[src/rtl/tdp_pkg.sv]
`timescale 1ns/1ps
package tdp_pkg;

   // Phases of the single delay/width timer
   typedef enum logic [1:0] {
      ST_IDLE  = 2'd0,
      ST_DELAY = 2'd1,
      ST_PULSE = 2'd2
   } tmr_state_e;

   // One crossing waiting behind the running pulse
   typedef struct packed {
      logic vld;
      logic rev;
   } hold_slot_t;

endpackage

[src/rtl/tdp_xing_detect.sv]
`timescale 1ns/1ps
module tdp_xing_detect #(
   parameter int ANGLE_W = 16,
   parameter int N_TEETH = 8,
   parameter int IDX_W   = 3,
   parameter int HIT_W   = 4
) (
   input  logic               clk,
   input  logic               rst_n,
   input  logic               tbl_we,
   input  logic [IDX_W-1:0]   tbl_addr,
   input  logic [ANGLE_W-1:0] tbl_angle,
   input  logic               ang_stb,
   input  logic [ANGLE_W-1:0] ang_pos,
   input  logic               ang_rev,
   output logic [HIT_W-1:0]   hit_cnt,
   output logic               hit_rev
);

   logic [ANGLE_W-1:0] tooth_q [N_TEETH];
   logic [ANGLE_W-1:0] prev_q;
   logic               prev_vld_q;
   logic [ANGLE_W-1:0] span_w;
   logic [N_TEETH-1:0] hit_vec;
   logic [HIT_W-1:0]   hit_sum;
   logic [HIT_W-1:0]   hit_cnt_q;
   logic               hit_rev_q;

   // Distance covered since the last strobe, measured in the travel direction
   assign span_w = ang_rev ? (prev_q - ang_pos) : (ang_pos - prev_q);

   always_ff @(posedge clk) begin
      if (!rst_n) begin
         for (int i = 0; i < N_TEETH; i++) tooth_q[i] <= '0;
      end else if (tbl_we) begin
         for (int i = 0; i < N_TEETH; i++)
            if (tbl_addr == IDX_W'(i)) tooth_q[i] <= tbl_angle;
      end
   end

   // One modulo comparator per tooth: hit when the tooth lies inside the span,
   // excluding the start point so a tooth is never counted twice
   for (genvar g = 0; g < N_TEETH; g++) begin : g_tooth
      logic [ANGLE_W-1:0] off_w;
      assign off_w      = ang_rev ? (prev_q - tooth_q[g]) : (tooth_q[g] - prev_q);
      assign hit_vec[g] = (off_w != '0) && (off_w <= span_w);
   end

   always_comb begin
      hit_sum = '0;
      for (int i = 0; i < N_TEETH; i++) hit_sum = hit_sum + HIT_W'(hit_vec[i]);
   end

   always_ff @(posedge clk) begin
      if (!rst_n) begin
         prev_q     <= '0;
         prev_vld_q <= 1'b0;
         hit_cnt_q  <= '0;
         hit_rev_q  <= 1'b0;
      end else if (ang_stb) begin
         prev_q     <= ang_pos;
         prev_vld_q <= 1'b1;
         hit_cnt_q  <= prev_vld_q ? hit_sum : '0;
         hit_rev_q  <= ang_rev;
      end else begin
         hit_cnt_q  <= '0;
      end
   end

   assign hit_cnt = hit_cnt_q;
   assign hit_rev = hit_rev_q;

endmodule

[src/rtl/tdp_pulse_timer.sv]
`timescale 1ns/1ps
module tdp_pulse_timer
   import tdp_pkg::*;
#(
   parameter int TIME_W     = 16,
   parameter int CLK_PER_US = 40,
   parameter int HIT_W      = 4
) (
   input  logic              clk,
   input  logic              rst_n,
   input  logic [HIT_W-1:0]  hit_cnt,
   input  logic              hit_rev,
   input  logic [TIME_W-1:0] dly_us,
   input  logic [TIME_W-1:0] fwd_us,
   input  logic [TIME_W-1:0] rev_us,
   output logic              pulse_o,
   output logic              overrun_o
);

   localparam int PRE_W = (CLK_PER_US > 1) ? $clog2(CLK_PER_US) : 1;
   localparam int CNT_W = TIME_W + PRE_W + 1;
   localparam bit POW2  = ((CLK_PER_US & (CLK_PER_US - 1)) == 0);

   logic [CNT_W-1:0] dly_clk, fwd_clk, rev_clk, wid_clk;

   // Microseconds to clocks: a shift when the ratio is a power of two
   if (POW2) begin : g_shift
      assign dly_clk = CNT_W'(dly_us) << $clog2(CLK_PER_US);
      assign fwd_clk = CNT_W'(fwd_us) << $clog2(CLK_PER_US);
      assign rev_clk = CNT_W'(rev_us) << $clog2(CLK_PER_US);
   end else begin : g_mult
      assign dly_clk = CNT_W'(dly_us) * CNT_W'(CLK_PER_US);
      assign fwd_clk = CNT_W'(fwd_us) * CNT_W'(CLK_PER_US);
      assign rev_clk = CNT_W'(rev_us) * CNT_W'(CLK_PER_US);
   end

   tmr_state_e       st_q, st_d;
   logic [CNT_W-1:0] cnt_q, cnt_d;
   logic             cur_rev_q, cur_rev_d;
   hold_slot_t       hold_q, hold_d;
   logic             ovr_q, ovr_d;
   logic             finishing, free;
   logic             one_hit, two_hit, three_hit;

   assign wid_clk   = cur_rev_q ? rev_clk : fwd_clk;
   assign one_hit   = (hit_cnt != '0);
   assign two_hit   = (hit_cnt >= HIT_W'(2));
   assign three_hit = (hit_cnt >= HIT_W'(3));

   // The timer is done this cycle: end of pulse, or end of delay with zero width
   assign finishing = (cnt_q == '0) &&
                      ((st_q == ST_PULSE) || ((st_q == ST_DELAY) && (wid_clk == '0)));
   assign free      = (st_q == ST_IDLE) || finishing;

   always_comb begin
      st_d      = st_q;
      cnt_d     = cnt_q;
      cur_rev_d = cur_rev_q;
      hold_d    = hold_q;
      ovr_d     = ovr_q;

      unique case (st_q)
         ST_DELAY: begin
            if (cnt_q != '0) begin
               cnt_d = cnt_q - CNT_W'(1);
            end else if (wid_clk != '0) begin
               st_d  = ST_PULSE;
               cnt_d = wid_clk - CNT_W'(1);
            end
         end
         ST_PULSE: begin
            if (cnt_q != '0) cnt_d = cnt_q - CNT_W'(1);
         end
         default: ;
      endcase

      if (free) begin
         if (hold_q.vld) begin
            st_d      = ST_DELAY;
            cnt_d     = dly_clk;
            cur_rev_d = hold_q.rev;
            hold_d    = '{vld: one_hit, rev: hit_rev};
            if (two_hit) ovr_d = 1'b1;
         end else if (one_hit) begin
            st_d      = ST_DELAY;
            cnt_d     = dly_clk;
            cur_rev_d = hit_rev;
            hold_d    = '{vld: two_hit, rev: hit_rev};
            if (three_hit) ovr_d = 1'b1;
         end else if (finishing) begin
            st_d = ST_IDLE;
         end
      end else if (one_hit) begin
         if (!hold_q.vld) begin
            hold_d = '{vld: 1'b1, rev: hit_rev};
            if (two_hit) ovr_d = 1'b1;
         end else begin
            ovr_d = 1'b1;
         end
      end
   end

   always_ff @(posedge clk) begin
      if (!rst_n) begin
         st_q      <= ST_IDLE;
         cnt_q     <= '0;
         cur_rev_q <= 1'b0;
         hold_q    <= '0;
         ovr_q     <= 1'b0;
      end else begin
         st_q      <= st_d;
         cnt_q     <= cnt_d;
         cur_rev_q <= cur_rev_d;
         hold_q    <= hold_d;
         ovr_q     <= ovr_d;
      end
   end

   assign pulse_o   = (st_q == ST_PULSE);
   assign overrun_o = ovr_q;

endmodule

[src/rtl/tooth_dir_pulser.sv]
`timescale 1ns/1ps
module tooth_dir_pulser #(
   parameter int ANGLE_W    = 16,
   parameter int N_TEETH    = 8,
   parameter int TIME_W     = 16,
   parameter int CLK_PER_US = 40,
   localparam int IDX_W     = (N_TEETH > 1) ? $clog2(N_TEETH) : 1,
   localparam int HIT_W     = $clog2(N_TEETH + 1)
) (
   input  logic               clk,
   input  logic               rst_n,
   input  logic               tbl_we,
   input  logic [IDX_W-1:0]   tbl_addr,
   input  logic [ANGLE_W-1:0] tbl_angle,
   input  logic               ang_stb,
   input  logic [ANGLE_W-1:0] ang_pos,
   input  logic               ang_rev,
   input  logic [TIME_W-1:0]  dly_us,
   input  logic [TIME_W-1:0]  fwd_us,
   input  logic [TIME_W-1:0]  rev_us,
   output logic               pulse_o,
   output logic               overrun_o
);

   if (ANGLE_W < 4 || ANGLE_W > 32) begin : g_bad_angle
      $error("ANGLE_W must lie in 4..32");
   end
   if (N_TEETH < 2) begin : g_bad_teeth
      $error("N_TEETH must be at least 2");
   end
   if (TIME_W < 1) begin : g_bad_time
      $error("TIME_W must be at least 1");
   end
   if (CLK_PER_US < 1) begin : g_bad_ratio
      $error("CLK_PER_US must be at least 1");
   end

   logic [HIT_W-1:0] hit_cnt;
   logic             hit_rev;

   tdp_xing_detect #(
      .ANGLE_W (ANGLE_W),
      .N_TEETH (N_TEETH),
      .IDX_W   (IDX_W),
      .HIT_W   (HIT_W)
   ) u_detect (
      .clk       (clk),
      .rst_n     (rst_n),
      .tbl_we    (tbl_we),
      .tbl_addr  (tbl_addr),
      .tbl_angle (tbl_angle),
      .ang_stb   (ang_stb),
      .ang_pos   (ang_pos),
      .ang_rev   (ang_rev),
      .hit_cnt   (hit_cnt),
      .hit_rev   (hit_rev)
   );

   tdp_pulse_timer #(
      .TIME_W     (TIME_W),
      .CLK_PER_US (CLK_PER_US),
      .HIT_W      (HIT_W)
   ) u_timer (
      .clk       (clk),
      .rst_n     (rst_n),
      .hit_cnt   (hit_cnt),
      .hit_rev   (hit_rev),
      .dly_us    (dly_us),
      .fwd_us    (fwd_us),
      .rev_us    (rev_us),
      .pulse_o   (pulse_o),
      .overrun_o (overrun_o)
   );

endmodule

[config.mk]
export PLATFORM = sky130hd
export DESIGN_NAME = tooth_dir_pulser
export DESIGN_NICKNAME = d
export VERILOG_FILES = /design/src/rtl/tdp_pkg.sv /design/src/rtl/tdp_xing_detect.sv /design/src/rtl/tdp_pulse_timer.sv /design/src/rtl/tooth_dir_pulser.sv
export SDC_FILE = /design/constraint.sdc
export NUM_CORES = 1
export LEC_CHECK = 0
export CELL_PAD_IN_SITES_DETAIL_PLACEMENT = 1
export CELL_PAD_IN_SITES_GLOBAL_PLACEMENT = 2
export CORE_ASPECT_RATIO = 0.8
export CORE_MARGIN = 1.5
export CORE_UTILIZATION = 36
export DETAILED_ROUTE_END_ITERATION = 16
export PLACE_DENSITY_LB_ADDON = 0.3
export SLEW_MARGIN = 20
export SYNTH_ARGS = -nofsm -noshare
export SYNTH_HDL_FRONTEND = slang
export SYNTH_SLANG_ARGS = --single-unit
[constraint.sdc]
create_clock -name clk -period 10.1 [get_ports clk]
set_clock_uncertainty 0.15 [all_clocks]
set_input_delay 2.525 -clock clk [delete_from_list [all_inputs] [get_ports clk]]
set_output_delay 2.525 -clock clk [all_outputs]
set_load 0.02 [all_outputs]
## Word-level counts from Yosys, hierarchy flattened

Memories as Yosys holds them, arrays and structs flattened.
Cells that the tools add are included.

| operators by class | value |
|---|---|
| bitwise logic cells | 8 |
| multiplexer cells | 79 |
| reductions and logical operators | 33 |
| $add $sub $neg | 27 |
| multiply operators | 3 |
| order comparisons | 10 |
| equality and inequality tests | 11 |

Operators with widths:

| kind | number |
|---|---|
| subtractor 16 bit | 18 |
| two-way mux 16 bit | 17 |
| two-way mux 23 bit | 6 |
| <= comparator 16 bit | 8 |
| nonzero test 16 bit | 8 |
| multiplier 16 x 3 -> 19 bit, second input constant | 3 |
| logical NOT 23 bit | 2 |
| one-hot mux 23 bit (2 select lines) | 1 |
| nonzero test 23 bit | 2 |
| subtractor 23 x 1 -> 23 bit, second input constant | 2 |
| two-way mux 1 bit | 43 |
| adder 4 x 1 -> 4 bit | 6 |
| two-way mux 2 bit | 11 |
| two-way mux 22 bit | 1 |
| equality test 3 bit, second input constant | 4 |
| logical AND 1 bit | 10 |
| AND reduction 3 bit | 3 |
| greater-or-equal comparator 4 x 2 -> 1 bit, second input constant | 2 |
| OR 1 bit | 8 |
| equality test 3 x 2 -> 1 bit, second input constant | 2 |
| nonzero test 2 bit | 2 |
| nonzero test 4 bit | 1 |
| equality test 3 x 1 -> 1 bit, second input constant | 1 |
| logical NOT 3 bit | 1 |
| 8 further kinds | 9 |

| storage, ports and cells | value |
|---|---|
| logic and storage cells | 182 |
| RAM bits | 128 |
| memories | 1 |
| input bits | 88 |
| flip-flop bits (word level) | 51 |

Memories:

| name | words | width | read ports | clocked after memory_dff | wr ports | RTL line | RTL |
|---|---|---|---|---|---|---|---|
| u_detect.tooth_q | 8 | 16 | 8 | 0 | 8 | tdp_xing_detect.sv:20 | `logic [ANGLE_W-1:0] tooth_q [N_TEETH];` |

## Logic depth before layout (Yosys ltp)

Gate-level depths: netlist of the first run.
An unclocked memory read counts as a cell.

| depth | value |
|---|---|
| depth after elaboration | 12 |
| gate-level depth with buffers | 31 |
| gate-level depth less buffers | 31 |

## By module

From an unflattened synthesis of the first run, not the netlist that was laid out.

| unflattened totals | value |
|---|---|
| cell total of the unflattened synthesis | 3182 |
| area total of the unflattened synthesis | 25836.0 um^2 |

By module, submodules not included:

| module | cells each | area an instance (um^2) | instances | seq. area each (um^2) |
|---|---|---|---|---|
| tdp_xing_detect | 2481 | 20530.9 | 1 | 4284.1 |
| tdp_pulse_timer | 701 | 5305.1 | 1 | 580.6 |

## Least setup slack after synthesis of the first run

No wires, ideal clock.

| timing | value |
|---|---|
| path type | in2reg |
| start | input ang_rev |
| end | register u_detect.hit_cnt_q[2] (netlist: u_detect.hit_cnt[2]) |
| slack | 0.422 ns |
| arrival time | 9.411 ns |
| data required time | 9.832 ns |
| cell stages on the path | 30 |
| cells stage by stage | buf_2 -> buf_1 -> buf_1 -> clkbuf_1 -> clkbuf_1 -> clkbuf_1 -> buf_1 -> buf_1 -> mux2i_1 -> xnor2_1 -> ha_1 -> o21a_1 -> o21a_1 -> o21a_1 -> o21a_1 -> o21a_1 -> o21a_1 -> o21ai_0 -> a21boi_0 -> o21ai_0 -> a21boi_0 -> ha_1 -> inv_1 -> fa_1 -> inv_1 -> fa_1 -> fa_1 -> fa_1 -> xnor2_1 -> nor2_1 |

| between the ends | value |
|---|---|
| cells in the longest elaborated chain, start to end | 10 |
| elaborated cells on any way between the ends | 40 |

RTL lines:

| what | RTL line | RTL |
|---|---|---|
| start, declared | tooth_dir_pulser.sv:17 | `input logic ang_rev,` |
| two-way mux 16 bit, on equally long branches | tdp_xing_detect.sv:45, tdp_xing_detect.sv:30 |  |
| <= comparator 16 bit / nonzero test 16 bit (equally long branches) | tdp_xing_detect.sv:46 | `assign hit_vec[g] = (off_w != '0) && (off_w <= span_w);` |
| logical AND 1 bit | tdp_xing_detect.sv:46 |  |
| adder 1 x 1 -> 2 bit | tdp_xing_detect.sv:51 | `for (int i = 0; i < N_TEETH; i++) hit_sum = hit_sum + HIT_W'(hit_vec[i]);` |
| adder 4 x 1 -> 4 bit (5 in series) | tdp_xing_detect.sv:51 |  |
| adder 4 x 1 -> 4 bit (*) | tdp_xing_detect.sv:51 |  |
| end signal, assigned | tdp_xing_detect.sv:63 | `hit_cnt_q <= prev_vld_q ? hit_sum : '0;` |
| end, declared | tdp_xing_detect.sv:26 | `logic [HIT_W-1:0] hit_cnt_q;` |

Mark *: on every way between the ends. The rest lies on a longest branch, timed or not.
A chain may end at the register's enable or synchronous reset.

## Final worst setup path of the first run

| timing | value |
|---|---|
| start | input ang_pos[2] |
| end | register u_detect.hit_cnt_q[2] (netlist: u_detect.hit_cnt[2]) |

| between the ends | value |
|---|---|
| cells in the longest elaborated chain, start to end | 11 |
| elaborated cells on any way between the ends | 26 |

RTL lines:

| what | RTL line | RTL |
|---|---|---|
| start, declared | tooth_dir_pulser.sv:16 | `input logic [ANGLE_W-1:0] ang_pos,` |
| subtractor 16 bit | tdp_xing_detect.sv:30 | `assign span_w = ang_rev ? (prev_q - ang_pos) : (ang_pos - prev_q);` |
| two-way mux 16 bit (*) | tdp_xing_detect.sv:30 |  |
| <= comparator 16 bit | tdp_xing_detect.sv:46 |  |
| logical AND 1 bit | tdp_xing_detect.sv:46 |  |
| adder 1 x 1 -> 2 bit | tdp_xing_detect.sv:51 |  |
| adder 4 x 1 -> 4 bit (5 in series) | tdp_xing_detect.sv:51 |  |
| adder 4 x 1 -> 4 bit (*) | tdp_xing_detect.sv:51 |  |

Marks and branches as above.

==> Flow_metrics.wiki, run 1 <==
{| class="wikitable"
! Metric !! Value
|-
| Share of synthesized flip-flops with an asynchronous set or reset || 0%
|-
| Max stage delay on crit path || 0.52 ns
|-
| Largest net degree at the start of global routing || 66
|-
| Area occupied by multi-input gates || 0.01820 sq mm
|-
| Reg2Reg Setup Slack || 2.18 ns
|-
| Post-route insts no fill || 3861
|-
| Count of buffers from port buffering || 89
|-
| Clock transition at the register clock pins on the worst setup and hold paths after CTS || 0.08 ns
|-
| Number of antenna violations at the first check in global routing || 2
|-
| Buf/Inv on CP || 5
|-
| Setup TNS Final || 0 ns
|-
| Total instance count after detailed placement || approximately 3800
|-
| Final nets || 3536
|-
| Number of max-cap violations || 0
|-
| Classification of the worst setup path || in -> reg
|-
| Post-detailed-route wirelength per cell || approximately 22 um
|-
| Net count after synthesis || roughly 3500
|-
| Tcrit/Tclk final || 91.79%
|-
| Cells after synthesis || 2893
|-
| Post-route DRC || 0
|-
| CP Max Fanout || 8
|-
| Leakage power figure || 12.06 nW
|-
| Detail Route Antenna Nets || 0
|-
| Sum of net half-perimeters after detailed placement || about 71000 um
|-
| Post-route core utilization || between 40% and 50%
|-
| Post-route setup slack || about 0.83 ns
|-
| End of the worst register-to-register path || u_detect.hit_cnt[2]
|-
| Tightest hold margin || 0.3234 ns
|-
| Detailed-route vias per instance || between 5 and 6
|-
| Wire length of the first global-routing pass || 133400 um
|-
| Relative area change from synthesis to final layout || 10.12%
|-
| Gp weighted congestion || 0.8746
|-
| Most common flop cell mapped by yosys || sky130_fd_sc_hd__edfxtp_1
|-
| Number of synthesis warnings || 0
|-
| Overflow left after global routing || 0
|-
| Maximum resistive drop on vdd || 140.3 uV
|-
| Portion of the post-synthesis area used by sequential elements || 19.92%
|-
| Length of the first detailed-routing pass in iterations || 6
|-
| Clock network latency to the later pin of the worst-skew pair || 0.51 ns
|-
| Hold Crit Depth || 2
|-
| Logic depth of the worst setup path including buffers || 31
|-
| Destination of the critical timing path || u_detect.hit_cnt[2]
|-
| Total GRT Usage || between 20% and 30%
|-
| Launching instance or port of the critical path || ang_pos[2]
|-
| Setup violations, final || 0
|-
| Worst r2r path cells || 27
|-
| Worst slew margin relative to its limit || 31.30%
|-
| Highest clock frequency the design can meet || between 0.1 and 0.15 GHz
|-
| Unrepaired setup endpoints after global routing || false
|-
| Setup crit start kind || input port
|-
| Required time at the endpoint of the critical path || 10.35 ns
|-
| Actual transition at the worst max-transition pin || 1.027 ns
|-
| EDFF count, synth || 128
|-
| CTS H-tree depth || 4
|-
| Number of hold violations in the final report || 0
|-
| Outcome || finished, final reports clean
|-
| Post_cts resized || 0
|-
| Post-synthesis area per instance || 8.440 sq um
|-
| Setup slack after placement || 0.2564 ns
|-
| Die span in y || about 240 um
|-
| Total via count after detailed routing || roughly 22000
|-
| I/O pin total || 90
|-
| Total Power || 4.279 mW
|-
| # fillers || 8006
|-
| Buffers from clock root to sink, at most || 2
|-
| Power density of the placed cells || 159.2 mW/mm^2
|-
| Beginning of the worst register-to-register path || u_detect.prev_q[2]
|-
| Hold-fix buffer count after cts || 0
|-
| Crit path max-delay family || adder cells
|-
| Inserted Clock Buffers || 17
|-
| Distinct cell type count of the synthesized netlist || 84
|-
| Effective utilization at floorplan || 36.33%
|-
| Count of state elements after synthesis || 179
|-
| Starting DRT DRC Count || 1168
|-
| Sink count of the clock tree || ~180
|-
| Instance area at placement || 0.02634 sq mm
|-
| Post-synth design cell area || 0.02442 sq mm
|-
| Setup bufs post-CTS || 0
|-
| Layout cell share with drive strength beyond 1 || 4.039%
|-
| Final routed wirelength across all metal layers || 85760 um
|-
| Clk root buf || sky130_fd_sc_hd__clkbuf_16
|-
| Critical Path End Type || register
|-
| Final min period || a little over 9 ns
|-
| Class of the tightest hold or removal check || reg -> reg
|-
| CTS tree || built
|-
| Area of the core || about 0.067 sq mm
|-
| Worst-path cell with the longest stage delay || sky130_fd_sc_hd__fa_1
|-
| Post-route standard cell area excluding fillers || roughly 0.027 sq mm
|-
| Max-slew violation count || 0
|-
| Die width || 294.2 um
|-
| Worst path arrival time || 9.52 ns
|-
| Seq. cell area || 0.004865 sq mm
|-
| Via count of the first global-routing pass || 23420
|-
| Area of the die || 0.06941 sq mm
|-
| Number of rows created at floorplan || 85
|}
cells in the final DEF, fill, tap and decap left out, types with 44 or more instances in the layout:
| cell type | n |
|---|---|
| sky130_fd_sc_hd__a211oi_1 | 80 |
| sky130_fd_sc_hd__a21o_1 | 136 |
| sky130_fd_sc_hd__a21oi_1 | 242 |
| sky130_fd_sc_hd__clkdlybuf4s50_1 | 87 |
| sky130_fd_sc_hd__dfxtp_1 | 51 |
| sky130_fd_sc_hd__edfxtp_1 | 128 |
| sky130_fd_sc_hd__ha_1 | 490 |
| sky130_fd_sc_hd__inv_1 | 245 |
| sky130_fd_sc_hd__mux2i_1 | 51 |
| sky130_fd_sc_hd__nand2_1 | 148 |
| sky130_fd_sc_hd__nand3_1 | 48 |
| sky130_fd_sc_hd__nor2_1 | 216 |
| sky130_fd_sc_hd__nor2b_1 | 64 |
| sky130_fd_sc_hd__nor3_1 | 44 |
| sky130_fd_sc_hd__o21a_1 | 63 |
| sky130_fd_sc_hd__o21ai_0 | 157 |
| sky130_fd_sc_hd__xnor2_1 | 103 |
| sky130_fd_sc_hd__xor2_1 | 68 |
metal layers:
metal  vias up  track usage (%)  routed length (um)
met5         -                0                   0
met4         0            5.186                1243
met3        74            2.893                2930
met2       361            39.96               38540
met1     11090            35.54               43050
li1      10590                -                   -
sequential cells by signal, indices dropped and copies added (netlist names), 2 cells and up:
register,cells
u_timer.cnt_q,23
u_detect.prev_q,16
u_timer.st_q,2
u_detect.tooth_q,128
u_timer.hold_q,2
u_detect.hit_cnt,4
worst min-delay path by stage:
stage                   startpoint                  end
2_1_floorplan  u_detect.prev_vld_q  u_detect.prev_vld_q
3_3_place_gp   u_detect.prev_vld_q  u_detect.prev_vld_q
3_5_place_dp   u_detect.prev_vld_q  u_detect.prev_vld_q
4_1_cts          u_timer.hold_q[0]    u_timer.hold_q[0]
5_1_grt        u_detect.prev_vld_q  u_detect.prev_vld_q
6_report         u_timer.hold_q[0]    u_timer.hold_q[0]
cell type report:
type,instances,share of cell area (%)
antenna,2,0.01861
clock buffer,17,1.582
clock inverter,15,0.4235
inverter,246,3.434
multi-input combinational,2358,67.68
sequential,179,18.09
tap,913,4.249
timing repair buffer,131,4.519
power by group:
part | internal, mW | leakage (nW) | switching (mW) | total, mW
Sequential | 0.875 | 1.66 | 0.0722 | 0.947
Combinational | 1.04 | 10.1 | 1.62 | 2.66
Clock | 0.335 | 0.262 | 0.339 | 0.674
kinds of logic after synthesis:
kind of cell,Yosys count,synth area share (%)
xor+xnor,172,6.170
mux,62,2.598
fa+ha+maj,516,27.20
flops,179,19.92
compound gates,896,23.87
simple gates,712,14.66
buf+inv,356,5.580
cell usage after synthesis (10+ instances only):
master,instances,area [sq um]
sky130_fd_sc_hd__nor3b_1,10,75.07
sky130_fd_sc_hd__buf_1,17,63.81
sky130_fd_sc_hd__nor4_1,20,125.1
sky130_fd_sc_hd__nand4_1,32,200.2
sky130_fd_sc_hd__o31ai_1,11,82.58
sky130_fd_sc_hd__o21a_1,63,473.0
sky130_fd_sc_hd__fa_1,25,500.5
sky130_fd_sc_hd__a21oi_1,242,1211
sky130_fd_sc_hd__a21boi_0,29,217.7
sky130_fd_sc_hd__a41oi_1,10,87.58
sky130_fd_sc_hd__inv_1,246,923.4
sky130_fd_sc_hd__nor2b_1,64,400.4
sky130_fd_sc_hd__mux2i_1,51,510.5
sky130_fd_sc_hd__dfxtp_1,51,1021
sky130_fd_sc_hd__and3_1,16,100.1
sky130_fd_sc_hd__o211ai_1,12,90.09
sky130_fd_sc_hd__o21ai_0,157,785.8
sky130_fd_sc_hd__a31oi_1,41,256.5
sky130_fd_sc_hd__a21o_1,136,1021
sky130_fd_sc_hd__edfxtp_1,128,3844
sky130_fd_sc_hd__ha_1,490,6131
sky130_fd_sc_hd__clkbuf_1,84,315.3
sky130_fd_sc_hd__nor3_1,44,220.2
sky130_fd_sc_hd__nor2_1,216,810.8
sky130_fd_sc_hd__nand3_1,48,240.2
sky130_fd_sc_hd__xor2_1,69,604.3
sky130_fd_sc_hd__or3_1,18,112.6
sky130_fd_sc_hd__a211oi_1,80,600.6
sky130_fd_sc_hd__nand2_1,148,555.5
sky130_fd_sc_hd__nand2b_1,26,162.7
sky130_fd_sc_hd__o21bai_1,18,135.1
sky130_fd_sc_hd__xnor2_1,103,902.1
sky130_fd_sc_hd__nand3b_1,12,90.09
sky130_fd_sc_hd__mux2_2,11,123.9
worst register-to-register path, stage by stage (launching register included):
cell and delay (ns):
sky130_fd_sc_hd__dfxtp_1 0.82, sky130_fd_sc_hd__inv_1 0.54, sky130_fd_sc_hd__ha_1 0.46, sky130_fd_sc_hd__inv_1 0.11, sky130_fd_sc_hd__o21ai_0 0.12, sky130_fd_sc_hd__a211o_1 0.34, sky130_fd_sc_hd__a41oi_1 0.37, sky130_fd_sc_hd__o21ai_0 0.23
sky130_fd_sc_hd__a31oi_1 0.30, sky130_fd_sc_hd__o21ai_0 0.19, sky130_fd_sc_hd__xor2_1 0.35, sky130_fd_sc_hd__ha_1 0.32, sky130_fd_sc_hd__nor2b_1 0.13, sky130_fd_sc_hd__o21ai_0 0.15, sky130_fd_sc_hd__nand2b_1 0.07, sky130_fd_sc_hd__a21oi_1 0.16
sky130_fd_sc_hd__a21boi_0 0.10, sky130_fd_sc_hd__o21ai_0 0.17, sky130_fd_sc_hd__a21boi_0 0.29, sky130_fd_sc_hd__ha_1 0.19, sky130_fd_sc_hd__inv_1 0.05, sky130_fd_sc_hd__fa_1 0.52, sky130_fd_sc_hd__inv_1 0.05, sky130_fd_sc_hd__fa_1 0.50
sky130_fd_sc_hd__fa_1 0.48, sky130_fd_sc_hd__fa_1 0.40, sky130_fd_sc_hd__xnor2_1 0.17, sky130_fd_sc_hd__nor2_1 0.07
(Power assumes the default switching activity.)
==> run 2: changes to the inputs <==
CORE_MARGIN = default   (was 1.5)
==> run 2 against run 1 <==
Via count down 0.49%; maximum frequency is 0.11% lower; cell count fell by 0.13%; sequential power increased by 0.5%; cell area down 0.13%; critical path depth unchanged; first-iteration DRC count rose by 9.4%; largest power group unchanged; highest routed layer unchanged.
==> Flow_metrics.wiki, run 2 (synthesis gave the netlist of run 1 again) <==
{| class="wikitable"
! Metric !! Value
|-
| Largest net degree at the start of global routing || 56
|-
| Classification of the worst setup path || in -> reg
|-
| Power density of the placed cells || 160.4 mW/mm^2
|-
| Tcrit/Tclk final || 91.88%
|-
| Clock network latency to the later pin of the worst-skew pair || between 0.5 and 0.6 ns
|-
| Post_cts resized || 0
|-
| Relative area change from synthesis to final layout || 9.977%
|-
| Setup TNS Final || 0 ns
|-
| Max stage delay on crit path || 0.81 ns
|-
| Buffers from clock root to sink, at most || 2
|-
| Critical Path End Type || register
|-
| Actual transition at the worst max-transition pin || slightly above 1 ns
|-
| CTS H-tree depth || 4
|-
| Count of buffers from port buffering || 89
|-
| Biggest regs || u_detect.tooth_q (128), u_timer.cnt_q (23), u_detect.prev_q (16)
|-
| Post-route core utilization || 39.95%
|-
| Most frequent cells in the layout || sky130_fd_sc_hd__ha_1 (490), sky130_fd_sc_hd__inv_1 (245), sky130_fd_sc_hd__a21oi_1 (242)
|-
| Worst min-delay path endpoint || u_detect.prev_vld_q
|-
| Switch share || 47.98%
|-
| Via count of the first global-routing pass || 23120
|-
| Layout cell share with drive strength beyond 1 || a little under 4%
|-
| Effective utilization at floorplan || between 30% and 40%
|-
| Number of max-cap violations || 0
|-
| Sum of net half-perimeters after detailed placement || 70340 um
|-
| Outcome || finished, final reports clean
|-
| Number of hold violations in the final report || 0
|-
| Starting DRT DRC Count || ~1300
|-
| Final routed wirelength across all metal layers || 85110 um
|-
| Maximum resistive drop on vdd || 90.07 uV
|-
| Overflow left after global routing || 0
|-
| Gp weighted congestion || a little over 0.9
|-
| Sink count of the clock tree || 179
|-
| Beginning of the worst register-to-register path || u_detect.prev_q[3]
|-
| Highest clock frequency the design can meet || 0.1078 GHz
|-
| Total GRT Usage || 24.68%
|-
| Worst r2r path cells || 25
|-
| Portion of total power attributed to the clock network || 16.0%
|-
| Worst-path cell with the longest stage delay || sky130_fd_sc_hd__xor2_1
|-
| Launch point of the worst hold path || u_detect.prev_vld_q
|-
| Class of the tightest hold or removal check || reg -> reg
|-
| Final min period || 9.280 ns
|-
| Fraction of power consumed by combinational cells || between 60% and 70%
|-
| Max-slew violation count || 0
|-
| Post-detailed-route wirelength per cell || 22.07 um
|-
| Net switching power || 2.067 mW
|-
| Die width || 293.2 um
|-
| Worst path arrival time || 9.52 ns
|-
| Cell mode on critical path || sky130_fd_sc_hd__fa_1
|-
| Setup violations, final || 0
|-
| Worst slew margin relative to its limit || 29.97%
|-
| Post-route DRC || 0
|-
| Reg2Reg Setup Slack || 2.26 ns
|-
| Die span in y || 234.9 um
|-
| CTS tree || built
|-
| Register ranked first by flip-flop count || u_detect.tooth_q
|-
| CP Max Fanout || 8
|-
| Detail Route Antenna Nets || 0
|-
| Number of rows created at floorplan || 85
|-
| Setup bufs post-CTS || 0
|-
| Setup crit start kind || input port
|-
| Wire length of the first global-routing pass || 132100 um
|-
| Required time at the endpoint of the critical path || just over 10 ns
|-
| Detailed-route vias per instance || 5.707
|-
| Int Power || 2.241 mW
|-
| Hold-fix buffer count after cts || 0
|-
| Leakage power figure || 12.05 nW
|-
| Clk root buf || sky130_fd_sc_hd__clkbuf_16
|-
| Share of power burned in registers || 22.1%
|-
| Length of the first detailed-routing pass in iterations || 5
|-
| Most common cell after layout, fill and taps aside || sky130_fd_sc_hd__ha_1
|-
| Post-route standard cell area excluding fillers || 0.02685 sq mm
|-
| Instance area at placement || 0.02629 sq mm
|-
| Inserted Clock Buffers || 17
|-
| End of the worst register-to-register path || u_detect.hit_cnt[2]
|-
| Final nets || 3531
|-
| Unrepaired setup endpoints after global routing || false
|-
| Flip-flop count of the largest register after layout || 128
|-
| Area of the core || 0.06721 sq mm
|-
| Clock transition at the register clock pins on the worst setup and hold paths after CTS || ~0.080 ns
|-
| Hold Crit Depth || 1
|-
| Total via count after detailed routing || roughly 22000
|-
| Number of antenna violations at the first check in global routing || 2
|-
| Area of the die || approximately 0.069 sq mm
|-
| I/O pin total || 90
|}
## run 2: cell count changes in the layout (fill, tap and decap cells not counted), sizes merged
| cell | delta |
|---|---|
| buf | -5 |
| inv | +3 |
| clkinvlp | -2 |
| bufinv | -1 |
| clkbuf | +1 |
| clkinv | -1 |
## run 2: final cells by class
class                   count  area (sq um)
clock inverters            14         123.9
repair buffers            126          1165
well taps                 913          1142
flip-flops and latches    179          4865
clock buffers              18         439.2
diodes                      2         5.005
inverters                 246         923.4
multi-input cells        2358         18190
fillers                  7996         40360
## run 2: how the worst max path moves through the flow
| stage | start | endpoint | slack, ns | cells past startpoint |
|---|---|---|---|---|
| 6_report | ang_pos[2] | u_detect.hit_cnt[2] | 0.82 | 31 |
| 5_1_grt | ang_pos[2] | u_detect.hit_cnt[2] | 0.30 | 31 |
| 3_5_place_dp | ang_pos[2] | u_detect.hit_cnt[2] | 0.29 | 31 |
| 4_1_cts | ang_pos[2] | u_detect.hit_cnt[2] | 0.82 | 31 |
| 3_3_place_gp | ang_pos[2] | u_detect.hit_cnt[2] | 0.48 | 31 |
| 2_1_floorplan | ang_rev | u_detect.hit_cnt[2] | 0.42 | 30 |
## run 2: power groups by stage
| stage | combinational (mW) | sequential (mW) | clock [mW] |
|---|---|---|---|
| 2_1_floorplan | 1.86 | 0.945 | 0 |
| 3_3_place_gp | 2.54 | 0.963 | 0 |
| 3_5_place_dp | 2.63 | 0.969 | 0 |
| 4_1_cts | 2.65 | 0.952 | 0.709 |
| 5_1_grt | 2.96 | 0.963 | 0.729 |
| 6_report | 2.67 | 0.952 | 0.690 |
## run 2: routing by layer
layer	vias up	wire (um)	part of all wire [%]	track usage, %
li1	10590	-	-	-
met1	11040	44300	52	36.10
met2	310	37250	44	38.80
met3	67	2426	2.9	2.942
met4	0	1132	1.3	4.814
met5	-	0	0	0
## run 2: stage by stage
stage / setup slack, ns / hold slack, ns / std cells / total power, mW
after floorplan: 0.4217 / 0.2785 / 2893 / 2.801
after global placement: 0.4798 / 0.2875 / 3822 / 3.501
after detailed placement: 0.2941 / 0.2967 / 3822 / 3.596
after CTS: 0.8187 / 0.3147 / 3854 / 4.313
after global routing: 0.3005 / 0.3304 / 3856 / 4.653
final: 0.8196 / 0.3183 / 3856 / 4.308
## run 2: critical path: cells and delay by family
kind | cells | cell delay [ns]
fa+ha+maj | 7 | 2.87
compound gates | 13 | 1.89
xor+xnor | 2 | 0.98
buf+inv | 4 | 0.76
simple gates | 5 | 0.48
==> run 3: changes to the inputs <==
SLEW_MARGIN = default   (was 20)
==> results of run 3 <==
Same layout as run 2: the final DEF is identical, and so are final timing and power.
